===== config.mk =====
export PLATFORM = sky130hd
export DESIGN_NAME = slow_clk_gen
export DESIGN_NICKNAME = d
export VERILOG_FILES = /design/src/rtl/scg_pkg.sv /design/src/rtl/scg_arm.sv /design/src/rtl/scg_ref_counter.sv /design/src/rtl/scg_toggle.sv /design/src/rtl/slow_clk_gen.sv
export SDC_FILE = /design/constraint.sdc
export NUM_CORES = 1
export LEC_CHECK = 0
export ABC_AREA = 0
export BUFFER_PORTS_ARGS = -buffer_cell sky130_fd_sc_hd__buf_2
export CAP_MARGIN = 25
export CORE_MARGIN = 1.5
export CORE_UTILIZATION = 40
export DETAILED_ROUTE_END_ITERATION = 10
export PLACE_DENSITY = 0.63
export SETUP_SLACK_MARGIN = 0.1
export SYNTH_ARGS = -nofsm -noshare
export SYNTH_HDL_FRONTEND = slang
export SYNTH_SLANG_ARGS = --single-unit

===== constraint.sdc =====
create_clock -name clk -period 2 [get_ports clk]
set_clock_uncertainty 0.2 [all_clocks]
set_input_delay 0.4 -clock clk [delete_from_list [all_inputs] [get_ports clk]]
set_output_delay 0.4 -clock clk [all_outputs]
set_load 0.02 [all_outputs]

===== src/rtl/scg_pkg.sv =====
package scg_pkg;

  // Arming state of the divider: idle until enable is seen, then running.
  typedef enum logic {
    SCG_IDLE = 1'b0,
    SCG_RUN  = 1'b1
  } scg_mode_e;

endpackage


===== src/rtl/scg_arm.sv =====
module scg_arm
  import scg_pkg::*;
#(
  parameter int DATA_W = 8,
  parameter int DIV_W  = 8
) (
  input  logic              clk,
  input  logic              rst_n,
  input  logic              div_en,
  input  logic [DATA_W-1:0] in_byte,
  output logic              arm,
  output logic              run,
  output logic [DIV_W-1:0]  div_q
);

  scg_mode_e mode_q;

  // arm: first enabled cycle; run: every enabled cycle after that
  assign arm = div_en && (mode_q == SCG_IDLE);
  assign run = div_en && (mode_q == SCG_RUN);

  always_ff @(posedge clk) begin
    if (!rst_n) begin
      mode_q <= SCG_IDLE;
    end else begin
      mode_q <= div_en ? SCG_RUN : SCG_IDLE;
    end
  end

  // Divide value is loaded only on the arming cycle, held otherwise
  always_ff @(posedge clk) begin
    if (!rst_n) begin
      div_q <= '0;
    end else if (arm) begin
      div_q <= in_byte[DIV_W-1:0];
    end
  end

endmodule


===== src/rtl/scg_ref_counter.sv =====
module scg_ref_counter #(
  parameter int DIV_W = 8
) (
  input  logic             clk,
  input  logic             rst_n,
  input  logic             run,
  input  logic             refresh,
  input  logic [DIV_W-1:0] limit,
  output logic [DIV_W-1:0] cnt,
  output logic             tick
);

  logic at_limit;

  assign at_limit = (cnt == limit);
  assign tick     = run && refresh && at_limit;

  always_ff @(posedge clk) begin
    if (!rst_n) begin
      cnt <= '0;
    end else if (!run) begin
      cnt <= '0;
    end else if (refresh) begin
      cnt <= at_limit ? '0 : cnt + 1'b1;
    end
  end

endmodule


===== src/rtl/scg_toggle.sv =====
module scg_toggle (
  input  logic clk,
  input  logic rst_n,
  input  logic run,
  input  logic tick,
  output logic slow_q
);

  always_ff @(posedge clk) begin
    if (!rst_n) begin
      slow_q <= 1'b0;
    end else if (!run) begin
      slow_q <= 1'b0;
    end else if (tick) begin
      slow_q <= ~slow_q;
    end
  end

endmodule


===== src/rtl/slow_clk_gen.sv =====
module slow_clk_gen #(
  parameter int DATA_W = 8,
  parameter int DIV_W  = DATA_W
) (
  input  logic              clk,
  input  logic              rst_n,
  input  logic              refresh,
  input  logic              div_en,
  input  logic [DATA_W-1:0] in_byte,
  output logic              slow_clk,
  output logic              bit0_out
);

  logic             arm_w;
  logic             run_w;
  logic [DIV_W-1:0] div_q_w;
  logic [DIV_W-1:0] cnt_w;
  logic             tick_w;
  logic             slow_w;

  scg_arm #(.DATA_W(DATA_W), .DIV_W(DIV_W)) u_arm (
    .clk     (clk),
    .rst_n   (rst_n),
    .div_en  (div_en),
    .in_byte (in_byte),
    .arm     (arm_w),
    .run     (run_w),
    .div_q   (div_q_w)
  );

  scg_ref_counter #(.DIV_W(DIV_W)) u_cnt (
    .clk     (clk),
    .rst_n   (rst_n),
    .run     (run_w),
    .refresh (refresh),
    .limit   (div_q_w),
    .cnt     (cnt_w),
    .tick    (tick_w)
  );

  scg_toggle u_tog (
    .clk    (clk),
    .rst_n  (rst_n),
    .run    (run_w),
    .tick   (tick_w),
    .slow_q (slow_w)
  );

  assign slow_clk = slow_w;
  // Enabled: the slow clock stands in for input bit 0
  assign bit0_out = div_en ? slow_w : in_byte[0];

endmodule


; After elaboration in Yosys (flattened, before gate mapping)
; Cells that the tools add are included.
[totals]
ff_bits = 18
latch_bits = 0
ram_bits = 0
rom_bits = 0
output_inout_bits = 2
n_memories = 0
[classes]
addsub = 1
n_mul = 0
div = 0
order_cmp = 0
n_eq_ne = 1
shift = 0
n_mux = 3
bitwise_logic = 2
n_reduce_logical = 5
[ops]
columns = op, count
row1 = adder 8 x 1 -> 8 bit (second input constant), 1
row2 = == test 8 bit, 1
row3 = 2-to-1 mux 8 bit, 1
row4 = logical AND 1 bit, 4
row5 = 2-to-1 mux 1 bit, 2
row6 = inverter 1 bit, 2
row7 = AND reduction 2 bit, 1

; Depth between registers and ports, before layout
; Gate-level depths: netlist of the first run.
[logic_depth]
ltp_word = 3
depth_mapped = 5

; Modules after synthesis
; From an unflattened synthesis of the first run, not the netlist that was laid out.
[hier_totals]
cells_unflattened = 92
area_unflattened_um2 = 880.8
[modules_own_cells]
columns = mod, n_inst, cells_each, area_per_inst_um2
row1 = scg_ref_counter, 1, 49, 454.2
row2 = scg_arm, 1, 39, 376.6
row3 = scg_toggle, 1, 3, 35.0
row4 = slow_clk_gen, 1, 1, 15.0

; Least setup slack after synthesis of the first run
; OpenSTA, ideal clock, no wires.
[synth_timing]
path_type = reg2reg
from = register u_cnt.cnt[2]
to = register u_tog.slow_q
t_arrival_ns = 1.228
required_time_ns = 1.730
path_slack_ns = 0.502
path_stages_with_launch = 5
path_buffers = 0
synth_period_minus_slack_ns = 1.498
cell_sequence = dfxtp_1 -> xnor2_1 -> nand3_1 -> or4_1 -> a21boi_1
[synth_via]
elab_chain_cells = 2
[synth_rtl]
columns = item, line_no
row1 = from (decl), scg_ref_counter.sv:9  ; output logic [DIV_W-1:0] cnt,
row2 = from (signal assigned), scg_ref_counter.sv:24  ; cnt <= at_limit ? '0 : cnt + 1'b1;
row3 = == test 8 bit, scg_ref_counter.sv:15  ; assign at_limit = (cnt == limit);
row4 = logical AND 1 bit, scg_ref_counter.sv:16  ; assign tick = run && refresh && at_limit;
row5 = to (signal assigned), scg_toggle.sv:15  ; slow_q <= ~slow_q;
row6 = to (decl), scg_toggle.sv:6  ; output logic slow_q
; No other way between the ends.
; A chain may end at the register's enable or synchronous reset.

; Worst setup path after layout of the first run
[layout_timing]
from = register u_tog.slow_q
to = output port bit0_out
[layout_via]
elab_chain_cells = 1
[layout_rtl]
columns = item, line_no
row1 = 2-to-1 mux 1 bit, slow_clk_gen.sv:51  ; assign bit0_out = div_en ? slow_w : in_byte[0];
row2 = to (decl), slow_clk_gen.sv:11  ; output logic bit0_out
; No other way between the ends.

==> results of run 1 <==
worst paths after layout:
path / endpoint / cells past startpoint / from
max reg2reg: u_tog.slow_q / 4 / u_cnt.cnt[0]
min: u_arm.mode_q / 2 / div_en
min reg2reg: u_tog.slow_q / 2 / u_tog.slow_q
max: bit0_out / 2 / u_tog.slow_q
area by class of cell:
cell class,instances,area [um^2],area share (%)
Clock buffer,4,36.3,3.82
Multi-Input combinational cell,62,440,46.3
Sequential cell,18,360,37.9
Tap cell,27,33.8,3.55
Timing Repair Buffer,15,80.1,8.42
per-stage QoR:
stage | worst slack, ns | power [mW] | cell area [um^2] | cells | utilization (%)
3_5_place_dp | 0.374 | 0.456 | 915 | 122 | 47.1
6_report | 0.342 | 0.669 | 951 | 126 | 49.0
2_1_floorplan | 0.502 | 0.433 | 811 | 82 | -
3_3_place_gp | 0.402 | 0.454 | 915 | 122 | 47.1
4_1_cts | 0.326 | 0.680 | 951 | 126 | 49.0
5_1_grt | 0.284 | 0.703 | 951 | 126 | 49.0
placed cells by master (no fill, tap or decap):
cell                        n
sky130_fd_sc_hd__and2_1     1
sky130_fd_sc_hd__nor3_1     1
sky130_fd_sc_hd__mux2_2     1
sky130_fd_sc_hd__buf_2     13
sky130_fd_sc_hd__nand3_1    1
sky130_fd_sc_hd__buf_4      2
sky130_fd_sc_hd__or4_1      1
sky130_fd_sc_hd__clkbuf_4   3
sky130_fd_sc_hd__ha_1       1
sky130_fd_sc_hd__clkbuf_8   1
sky130_fd_sc_hd__o31ai_1    1
sky130_fd_sc_hd__mux2i_1    9
sky130_fd_sc_hd__nand4_1    4
sky130_fd_sc_hd__dfxtp_1   18
sky130_fd_sc_hd__xnor2_1   12
sky130_fd_sc_hd__xor2_1     3
sky130_fd_sc_hd__a21boi_1   1
sky130_fd_sc_hd__nor2b_1    9
sky130_fd_sc_hd__nor2_1    10
sky130_fd_sc_hd__nand2_1    5
sky130_fd_sc_hd__o31ai_2    1
sky130_fd_sc_hd__and3_1     1
cell families after synthesis:
logic type,after synthesis,share of synthesized area (%)
AND/OR/NAND/NOR,33,20.7
XOR/XNOR,15,16.2
flip-flops,18,44.4
buffers and inverters,2,1.23
AO/OA/AOI/OAI,3,3.40
multiplexers,10,12.5
adder cells (fa/ha/maj),1,1.54
layer usage:
layer	up-vias	wire length, um	track usage [%]
li1	308	-	-
met1	260	690	17.2
met2	8	633	19.2
met3	2	41	3.40
met4	0	9	6.49
met5	-	0	0
power groups by stage:
stage                     Sequential (mW)  Clock, mW  Combinational [mW]
final                               0.378      0.222              0.0692
after global placement              0.386          0              0.0679
after CTS                           0.378      0.232              0.0702
after detailed placement            0.387          0              0.0698
after floorplan                     0.384          0              0.0484
after global routing                0.379      0.246              0.0776
state kept, by name, summed over array words and instances, names as in the netlist:
register      flops
u_cnt.cnt         8
u_arm.mode_q      1
u_arm.div_q       8
u_tog.slow_q      1
worst max-delay path: cells and delay by family, from the launching register on:
family / cells / cell delay [ns]
buffers and inverters: 1 / 0.16
DFF: 1 / 0.35
muxes: 1 / 0.27
==> run summary, run 1 <==
Logic synthesis
• **top post-synthesis cells by count** sky130_fd_sc_hd__dfxtp_1, sky130_fd_sc_hd__xnor2_1, sky130_fd_sc_hd__nor2_1
• **Top FF cell, synth** sky130_fd_sc_hd__dfxtp_1
• **top area cells in the synthesized netlist** sky130_fd_sc_hd__dfxtp_1, sky130_fd_sc_hd__xnor2_1, sky130_fd_sc_hd__mux2i_1
• **netlist area before placement** 811 um^2
• **register bit count reported by yosys** 18
• **synthesized instance count** 82
• **Post-Syn Area per Cell** 9.89 um^2
• **syn nets** 95
• **count of cell types in the netlist** 19
• **sequential cell area fraction in the yosys report** 44.4%
• **count leader, synth** sky130_fd_sc_hd__dfxtp_1
• **portion of synthesized cell area occupied by the leading cell type** 44.4%
• **number of warnings printed during yosys synthesis** 0
• **fraction of registers with async set or reset after synthesis** 0%
• **EDFF count, synth** 0
• **library cell with the largest summed area after synthesis** sky130_fd_sc_hd__dfxtp_1

Timing
• **Slew Limit Fails** 0
• **share of the cycle needed by the critical path after routing** 82.9%
• **FMAX** 0.603 GHz
• **count of endpoints failing hold in the final timing report** 0
• **sum of negative setup slack** 0 ns
• **minimum clock period after layout** 1.66 ns
• **RSZ-0062 raised after global routing** no
• **Worst Tran Pin Value** 0.238 ns
• **worst hold-check slack** 0.149 ns
• **Max-Slew Margin vs Limit** 84.1%
• **Setup-failing EPs final** 0

Global route
• **wire length of the first global-routing pass** 2.04 mm
• **via count of the first global-routing pass** 487
• **antenna violations before repair** 0
• **global router's overall resource usage** 12.9%
• **pin count of the biggest net entering global routing** 11
• **grt ovf** 0

Final layout
• **synth-to-layout area growth** 17.3%
• **filler cell count** 199
• **fraction of layout cells with a size suffix above 1** 21.2%
• **antenna diode count** 0
• **count of nets after finishing** 113

Setup path
• **Worst R2R Setup Slack** 0.37 ns
• **critical path data required time** 1.40 ns
• **CP max FO** 4
• **type of the setup path with the least slack** register to output pin
• **Arr. time, crit path** 1.06 ns
• **Crit-path slowest cell** sky130_fd_sc_hd__dfxtp_1
• **Critical Path End Type** output pin
• **CP startpoint kind** register
• **critical path's largest stage delay** 0.35 ns
• **chain of cells forming the critical path** mux2_2, buf_2

Power
• **combinational fraction of design power** 10.3%
• **Static Leakage** 0.357 nW
• **share of power burned in the clock network** 33.2%
• **proportion of total power due to net switching** 22.7%
• **portion of total power attributed to sequential cells** 56.5%
• **Switch Pwr** 0.152 mW
• **internal portion of total power** 0.517 mW
• **Max rail drop VDD** 0.438 mV
• **cell area power density** 704 nW/um^2

Clock tree
• **number of levels in the clock H-tree** 1
• **TritonCTS Buffers** 3
• **root buffer cell** sky130_fd_sc_hd__clkbuf_4
• **number of gates resized after cts** 0
• **number of setup buffers added after CTS** 0
• **hold-fix buffer count after cts** 0
• **latest clock arrival within the worst-skew pair** 0.29 ns
• **clock tree from TritonCTS** built
• **clock slew seen by the registers of the worst setup and hold paths** 0.10 ns
• **number of buffers between clock root and the deepest sink** 2
• **clock sink count** 18

Floorplan
• **area of the die** 2310 um^2
• **horizontal die dimension** 48.0 um
• **floorplan core area** 1940 um^2
• **effective utilization at floorplan** 41.8%
• **row cnt** 16
• **Die Ht** 48.0 um
• **Ports** 14

Routing
• **Antenna Violating Nets Remaining** 0
• **vias per cell** 4.59
• **Starting DRT DRC Count** 7
• **count of unresolved DRC violations after routing** 0
• **post-DR wirelength/cell** 10.9 um
• **vias** 578
• **first-pass iteration count of the detailed router** 3
• **aggregate routed wire length** 1.38 mm

Place
• **HPWL reported at the end of detailed placement** 1.06 mm
• **final RePlAce weighted congestion** 0.714
• **Buffers on Ports** 13

Hold path
• **class of the worst hold path** primary input to register

Status
• **outcome** finished, final reports clean

Flow run
• **number of violations of the max-capacitance limit** 0

(Power assumes the default switching activity.)
==> run 2, diff against run 1 <==
PLACE_DENSITY = 0.65   (was 0.63)
clock period = 1.5 ns   (was 2 ns; I/O delays follow)
==> run 2 against run 1 <==
  * The run now ends with negative setup slack left
  * Sequential power is 34% higher
  * First-iteration DRC count is 14% lower
  * Hold slack worse by 0.089 ns
  * Critical endpoint is now u_cnt.cnt[3]
  * Largest power group unchanged
==> run summary, run 2 (synthesis results as in run 1) <==
Setup path
• **CP startpoint kind** register, unchanged
• **Crit-path slowest cell** sky130_fd_sc_hd__dfxtp_2, was sky130_fd_sc_hd__dfxtp_1
• **cell class contributing the biggest share of worst-path delay** flip-flops, unchanged
• **type of the setup path with the least slack** register to register, was register to output pin
• **Arr. time, crit path** 1.52 ns, was 1.06 ns
• **CP max FO** 8, was 4
• **critical path buffer and inverter count** 1, unchanged
• **critical path data required time** 1.49 ns, was 1.40 ns
• **Critical Path End Type** register, was output pin
• **critical path's largest stage delay** 0.35 ns, about the same
• **chain of cells forming the critical path** xnor2_2, nand4_1, o31ai_2, buf_4, nor2_1, was mux2_2, buf_2

Place
• **Buffers on Ports** 13, unchanged
• **HPWL reported at the end of detailed placement** 1.13 mm, was 1.06 mm
• **final RePlAce weighted congestion** 0.770, was 0.714
• **dpl cells** 133, was 122

Routing
• **post-DR wirelength/cell** 11.0 um, was 10.9 um
• **Antenna Violating Nets Remaining** 0, unchanged
• **vias per cell** 4.61, was 4.59
• **aggregate routed wire length** 1.54 mm, was 1.38 mm
• **vias** 646, was 578
• **first-pass iteration count of the detailed router** 4, was 3
• **count of unresolved DRC violations after routing** 0, unchanged
• **Starting DRT DRC Count** 6, was 7

Final layout
• **synth-to-layout area growth** 40.0%, was 17.3%
• **most used cells in the layout excluding fill and tap cells** sky130_fd_sc_hd__buf_4, sky130_fd_sc_hd__dfxtp_2, sky130_fd_sc_hd__buf_2, was sky130_fd_sc_hd__dfxtp_1, sky130_fd_sc_hd__buf_2, sky130_fd_sc_hd__xnor2_1
• **number of non-filler instances in the completed layout** 140, was 126
• **count of nets after finishing** 127, was 113
• **Top Registers** u_arm.div_q x8, u_cnt.cnt x8, unchanged
• **antenna diode count** 0, unchanged
• **fraction of layout cells with a size suffix above 1** 51.3%, was 21.2%

Timing
• **Setup-failing EPs final** 9, was 0
• **Max-Slew Margin vs Limit** 83.6%, was 84.1%
• **FMAX** 0.656 GHz
• **Slew Limit Fails** 0, unchanged
• **minimum clock period after layout** 1.52 ns
• **share of the cycle needed by the critical path after routing** 102%
• **worst hold-check slack** 0.0599 ns, was 0.149 ns
• **Worst Tran Pin Value** 0.243 ns, was 0.238 ns
• **RSZ-0062 raised after global routing** yes, was no
• **least setup slack across all paths after layout** -0.0244 ns, was 0.342 ns
• **count of endpoints failing hold in the final timing report** 0, unchanged

Clock tree
• **root buffer cell** sky130_fd_sc_hd__clkbuf_4, unchanged
• **clock slew seen by the registers of the worst setup and hold paths** 0.11 ns, was 0.10 ns
• **TritonCTS Buffers** 3, unchanged
• **hold-fix buffer count after cts** 0, unchanged
• **clock sink count** 18, unchanged
• **number of levels in the clock H-tree** 1, unchanged
• **latest clock arrival within the worst-skew pair** 0.29 ns, about the same
• **number of buffers between clock root and the deepest sink** 2, unchanged
• **clock tree from TritonCTS** built, unchanged

Floorplan
• **effective utilization at floorplan** 41.8%, unchanged
• **row cnt** 16, unchanged
• **horizontal die dimension** 48.0 um, unchanged
• **Die Ht** 48.0 um, unchanged
• **area of the die** 2310 um^2, unchanged
• **floorplan core area** 1940 um^2, unchanged
• **Ports** 14, unchanged

Global route
• **global router's overall resource usage** 15.2%, was 12.9%
• **antenna violations before repair** 0, unchanged
• **pin count of the biggest net entering global routing** 11, unchanged
• **grt ovf** 0, unchanged
• **wire length of the first global-routing pass** 2.38 mm, was 2.04 mm
• **via count of the first global-routing pass** 576, was 487

Status
• **violations in the final reports** negative setup slack
• **outcome** complete, but fails checks, was finished, final reports clean

Hold path
• **class of the worst hold path** primary input to register, unchanged

Power
• **Max rail drop VDD** 0.491 mV, was 0.438 mV
• **share of power burned in the clock network** 32.5%, was 33.2%
• **internal portion of total power** 0.710 mW, was 0.517 mW
• **proportion of total power due to net switching** 23.2%, was 22.7%
• **Switch Pwr** 0.215 mW, was 0.152 mW
• **Static Leakage** 0.449 nW, was 0.357 nW
• **portion of total power attributed to sequential cells** 54.7%, was 56.5%
• **combinational fraction of design power** 12.8%, was 10.3%
• **cell area power density** 815 nW/um^2, was 704 nW/um^2

Flow run
• **number of violations of the max-capacitance limit** 0, unchanged

==> run 2: changes by cell type in the layout (fill, tap and decap cells not counted), moves of 4 or more <==
cell                      previous run  this run
sky130_fd_sc_hd__dfxtp_2             0        15
sky130_fd_sc_hd__nor2_1             10         5
sky130_fd_sc_hd__nor2_2              0         4
sky130_fd_sc_hd__dfxtp_1            18         3
sky130_fd_sc_hd__buf_4               2        15
==> run 2: final timing paths <==
path / slack (ns) / to / depth (start not counted) / from
setup / recovery: -0.02 / u_cnt.cnt[3] / 5 / u_arm.div_q[5]
hold / removal: 0.06 / u_arm.div_q[1] / 3 / in_byte[1]
setup reg to reg: -0.02 / u_cnt.cnt[3] / 5 / u_arm.div_q[5]
hold reg to reg: 0.33 / u_arm.div_q[0] / 2 / u_arm.div_q[0]
==> run 2: through the flow <==
step                      worst slack [ns]  utilization (%)  power (mW)  setup TNS [ns]  cell area, um^2
after global routing                -0.101             58.4       0.976          -0.797             1130
final                              -0.0244             58.4       0.925          -0.121             1130
after floorplan                     0.0471                -       0.577               0              815
after global placement              0.0302             51.5       0.613               0             1000
after detailed placement            0.0140             51.5       0.616               0             1000
after CTS                          -0.0281             55.8       0.933         -0.0281             1080
==> run 2: layout make-up <==
type	count	area, um^2
clock buffer	4	36.3
fill	186	807
multi-input combinational	62	484
sequential	18	379
tap	27	33.8
timing repair buffer	29	201
==> run 2: power groups by stage <==
stage	combinational (mW)	sequential, mW	clock (mW)
5_1_grt	0.131	0.508	0.337
3_3_place_gp	0.0995	0.513	0
6_report	0.118	0.506	0.301
4_1_cts	0.112	0.505	0.317
3_5_place_dp	0.102	0.514	0
2_1_floorplan	0.0646	0.512	0
==> run 2: worst reg2reg max path, stage by stage, from the launching register on <==
cell	delay, ns
sky130_fd_sc_hd__dfxtp_2	0.35
sky130_fd_sc_hd__xnor2_2	0.14
sky130_fd_sc_hd__nand4_1	0.19
sky130_fd_sc_hd__o31ai_2	0.27
sky130_fd_sc_hd__buf_4	0.22
sky130_fd_sc_hd__nor2_1	0.06
==> run 2: metal layers <==
layer | wire length, um | GRT usage, % | vias up | share of wire (%)
met5 | 0 | 0 | - | 0
met4 | 9 | 7.03 | 0 | 0.59
met3 | 37 | 4.53 | 2 | 2.4
met2 | 769 | 23.5 | 9 | 50
met1 | 721 | 19.3 | 296 | 47
li1 | - | - | 339 | -
==> run 2: timing repair <==
action / CTS / global route
pin swaps: 13 / 5
setup endpoints to repair: 10 / 11
setup buffers: 2 / 1
gates resized for setup: 17 / 10
gates cloned: 0 / 0
==> run 3, diff against run 2 <==
PLACE_DENSITY = 0.63   (was 0.65)
RECOVER_POWER = 100   (was default)
clock period = 1.8 ns   (was 1.5 ns; I/O delays follow)
==> run 3 against run 2 <==
  * The flow now finishes without violations
  * Flip-flop and latch count stayed put
  * Power shrank 26%
  * Fmax down 6.6%
  * Register-to-register slack improved by 0.19 ns
  * Critical path depth decreased by 1
  * Combinational power decreased by 36%
  * Sequential share of layout area up 5.5 points
  * Critical path type unchanged
  * Critical endpoint is now u_tog.slow_q
  * Largest cell class unchanged
==> run summary, run 3 (synthesis results as in run 1) <==
Timing
• **share of the cycle needed by the critical path after routing** 90.7%, was 102%
• **least setup slack across all paths after layout** 0.167 ns, was -0.0244 ns
• **count of endpoints failing hold in the final timing report** 0, unchanged
• **RSZ-0062 raised after global routing** no, was yes
• **Slew Limit Fails** 0, unchanged
• **Worst Tran Pin Value** 0.482 ns, was 0.243 ns
• **Max-Slew Margin vs Limit** 67.9%, was 83.6%
• **minimum clock period after layout** 1.63 ns, was 1.52 ns
• **FMAX** 0.613 GHz, was 0.656 GHz
• **worst hold-check slack** 0.114 ns, was 0.0599 ns
• **Setup-failing EPs final** 0, was 9
• **sum of negative setup slack** 0 ns, was -0.121 ns

Setup path
• **CP startpoint kind** register, unchanged
• **critical path's largest stage delay** 0.49 ns, was 0.35 ns
• **Critical Path End Type** register, unchanged
• **type of the setup path with the least slack** register to register, unchanged
• **Worst R2R Setup Slack** 0.17 ns, was -0.02 ns
• **CP max FO** 4, was 8
• **chain of cells forming the critical path** xnor2_1, nand3_1, or4_1, a21boi_0, was xnor2_2, nand4_1, o31ai_2, buf_4, nor2_1
• **Arr. time, crit path** 1.65 ns, was 1.52 ns
• **critical path data required time** 1.81 ns, was 1.49 ns
• **Crit-path slowest cell** sky130_fd_sc_hd__or4_1, was sky130_fd_sc_hd__dfxtp_2

Clock tree
• **clock slew seen by the registers of the worst setup and hold paths** 0.09 ns, was 0.11 ns
• **number of setup buffers added after CTS** 0, was 2
• **latest clock arrival within the worst-skew pair** 0.28 ns, was 0.29 ns
• **clock tree from TritonCTS** built, unchanged
• **TritonCTS Buffers** 3, unchanged
• **clock sink count** 18, unchanged
• **number of levels in the clock H-tree** 1, unchanged
• **root buffer cell** sky130_fd_sc_hd__clkbuf_4, unchanged
• **number of buffers between clock root and the deepest sink** 2, unchanged

Routing
• **Antenna Violating Nets Remaining** 0, unchanged
• **post-DR wirelength/cell** 11.4 um, was 11.0 um
• **Starting DRT DRC Count** 3, was 6
• **aggregate routed wire length** 1.42 mm, was 1.54 mm
• **vias** 587, was 646
• **count of unresolved DRC violations after routing** 0, unchanged
• **first-pass iteration count of the detailed router** 4, unchanged
• **vias per cell** 4.70, was 4.61

Floorplan
• **horizontal die dimension** 48.0 um, unchanged
• **area of the die** 2310 um^2, unchanged
• **Die Ht** 48.0 um, unchanged
• **Ports** 14, unchanged
• **row cnt** 16, unchanged
• **effective utilization at floorplan** 41.8%, unchanged
• **floorplan core area** 1940 um^2, unchanged

Final layout
• **Top Registers** u_arm.div_q x8, u_cnt.cnt x8, unchanged
• **most common cell after layout, fill and taps aside** sky130_fd_sc_hd__dfxtp_1
• **share of the core filled with cells in the final layout** 48.0%, was 58.4%
• **antenna diode count** 0, unchanged
• **most used cells in the layout excluding fill and tap cells** sky130_fd_sc_hd__dfxtp_1, sky130_fd_sc_hd__xnor2_1, sky130_fd_sc_hd__nor2_1, sky130_fd_sc_hd__buf_2, was sky130_fd_sc_hd__buf_4, sky130_fd_sc_hd__dfxtp_2, sky130_fd_sc_hd__buf_2
• **synth-to-layout area growth** 15.0%, was 40.0%
• **count of nets after finishing** 113, was 127
• **number of non-filler instances in the completed layout** 125, was 140
• **fraction of layout cells with a size suffix above 1** 18.4%, was 51.3%

Status
• **outcome** finished, final reports clean, was complete, but fails checks

Global route
• **wire length of the first global-routing pass** 2.06 mm, was 2.38 mm
• **global router's overall resource usage** 13.4%, was 15.2%
• **antenna violations before repair** 0, unchanged
• **grt ovf** 0, unchanged
• **pin count of the biggest net entering global routing** 11, unchanged
• **via count of the first global-routing pass** 499, was 576

Power
• **Static Leakage** 0.336 nW, was 0.449 nW
• **cell area power density** 735 nW/um^2, was 815 nW/um^2
• **Max rail drop VDD** 0.444 mV, was 0.491 mV

Flow run
• **number of violations of the max-capacitance limit** 0, unchanged

Place
• **dpl cells** 122, was 133
• **Buffers on Ports** 13, unchanged
• **final RePlAce weighted congestion** 0.753, was 0.770
• **HPWL reported at the end of detailed placement** 1.14 mm, was 1.13 mm
• **post-placement setup slack** 0.220 ns, was 0.0140 ns

Hold path
• **class of the worst hold path** primary input to register, unchanged

[run 3: cell types whose count changed in the layout (fill, tap and decap cells not counted), moves of 3 or more]
| cell | previous run | this run |
|---|---|---|
| sky130_fd_sc_hd__xnor2_2 | 3 | 0 |
| sky130_fd_sc_hd__dfxtp_2 | 15 | 2 |
| sky130_fd_sc_hd__nor2_1 | 5 | 10 |
| sky130_fd_sc_hd__buf_4 | 15 | 1 |
| sky130_fd_sc_hd__dfxtp_1 | 3 | 16 |
| sky130_fd_sc_hd__buf_6 | 3 | 0 |
| sky130_fd_sc_hd__nor2_2 | 4 | 0 |
| sky130_fd_sc_hd__clkbuf_1 | 0 | 4 |
| sky130_fd_sc_hd__xnor2_1 | 9 | 12 |
[run 3: worst max-delay path, delay by kind of cell, from the launching register on]
| family | cells | cell delay, ns |
|---|---|---|
| DFF | 1 | 0.42 |
| and+or+nand+nor | 2 | 0.63 |
| AOI/OAI and AO/OA | 1 | 0.18 |
| xor gates and xnor gates | 1 | 0.15 |
[run 3: per-layer routing]
layer  global-route usage [%]  vias to the layer above  wire (um)
li1                         -                      308          -
met1                     14.7                      261        643
met2                     20.8                       15        679
met3                     7.55                        3         79
met4                     6.49                        0         19
met5                        0                        -          0
[run 3: worst paths after layout]
check                                    start              to  cells after the start
worst min register to register  u_arm.div_q[4]  u_arm.div_q[4]                      2
worst max-delay path              u_cnt.cnt[3]    u_tog.slow_q                      4
worst min-delay path                    div_en    u_arm.mode_q                      2
worst max register to register    u_cnt.cnt[3]    u_tog.slow_q                      4
[run 3: layout make-up]
type	instances	area (um^2)
multi-input combinational	62	440
fill	209	1010
timing repair buffer	15	72.6
tap	27	33.8
sequential	18	363
clock buffer	3	22.5
[run 3: timing repair]
item	4_1_cts	5_1_grt
gates resized for setup	0	2
setup endpoints to repair	0	1
hold buffers	0	0
[run 3: stage by stage]
step                cell area, um^2  total power [mW]
floorplan                       811             0.481
global placement                915             0.504
detailed placement              915             0.507
CTS                             937             0.698
global route                    932             0.717
finish                          932             0.685
[run 3: where the power goes]
group	switching, mW	internal (mW)	leakage [nW]	total, mW
sequential	0.00907	0.411	0.148	0.420
combinational	0.0359	0.0392	0.175	0.0751
clock	0.113	0.0776	0.0138	0.190
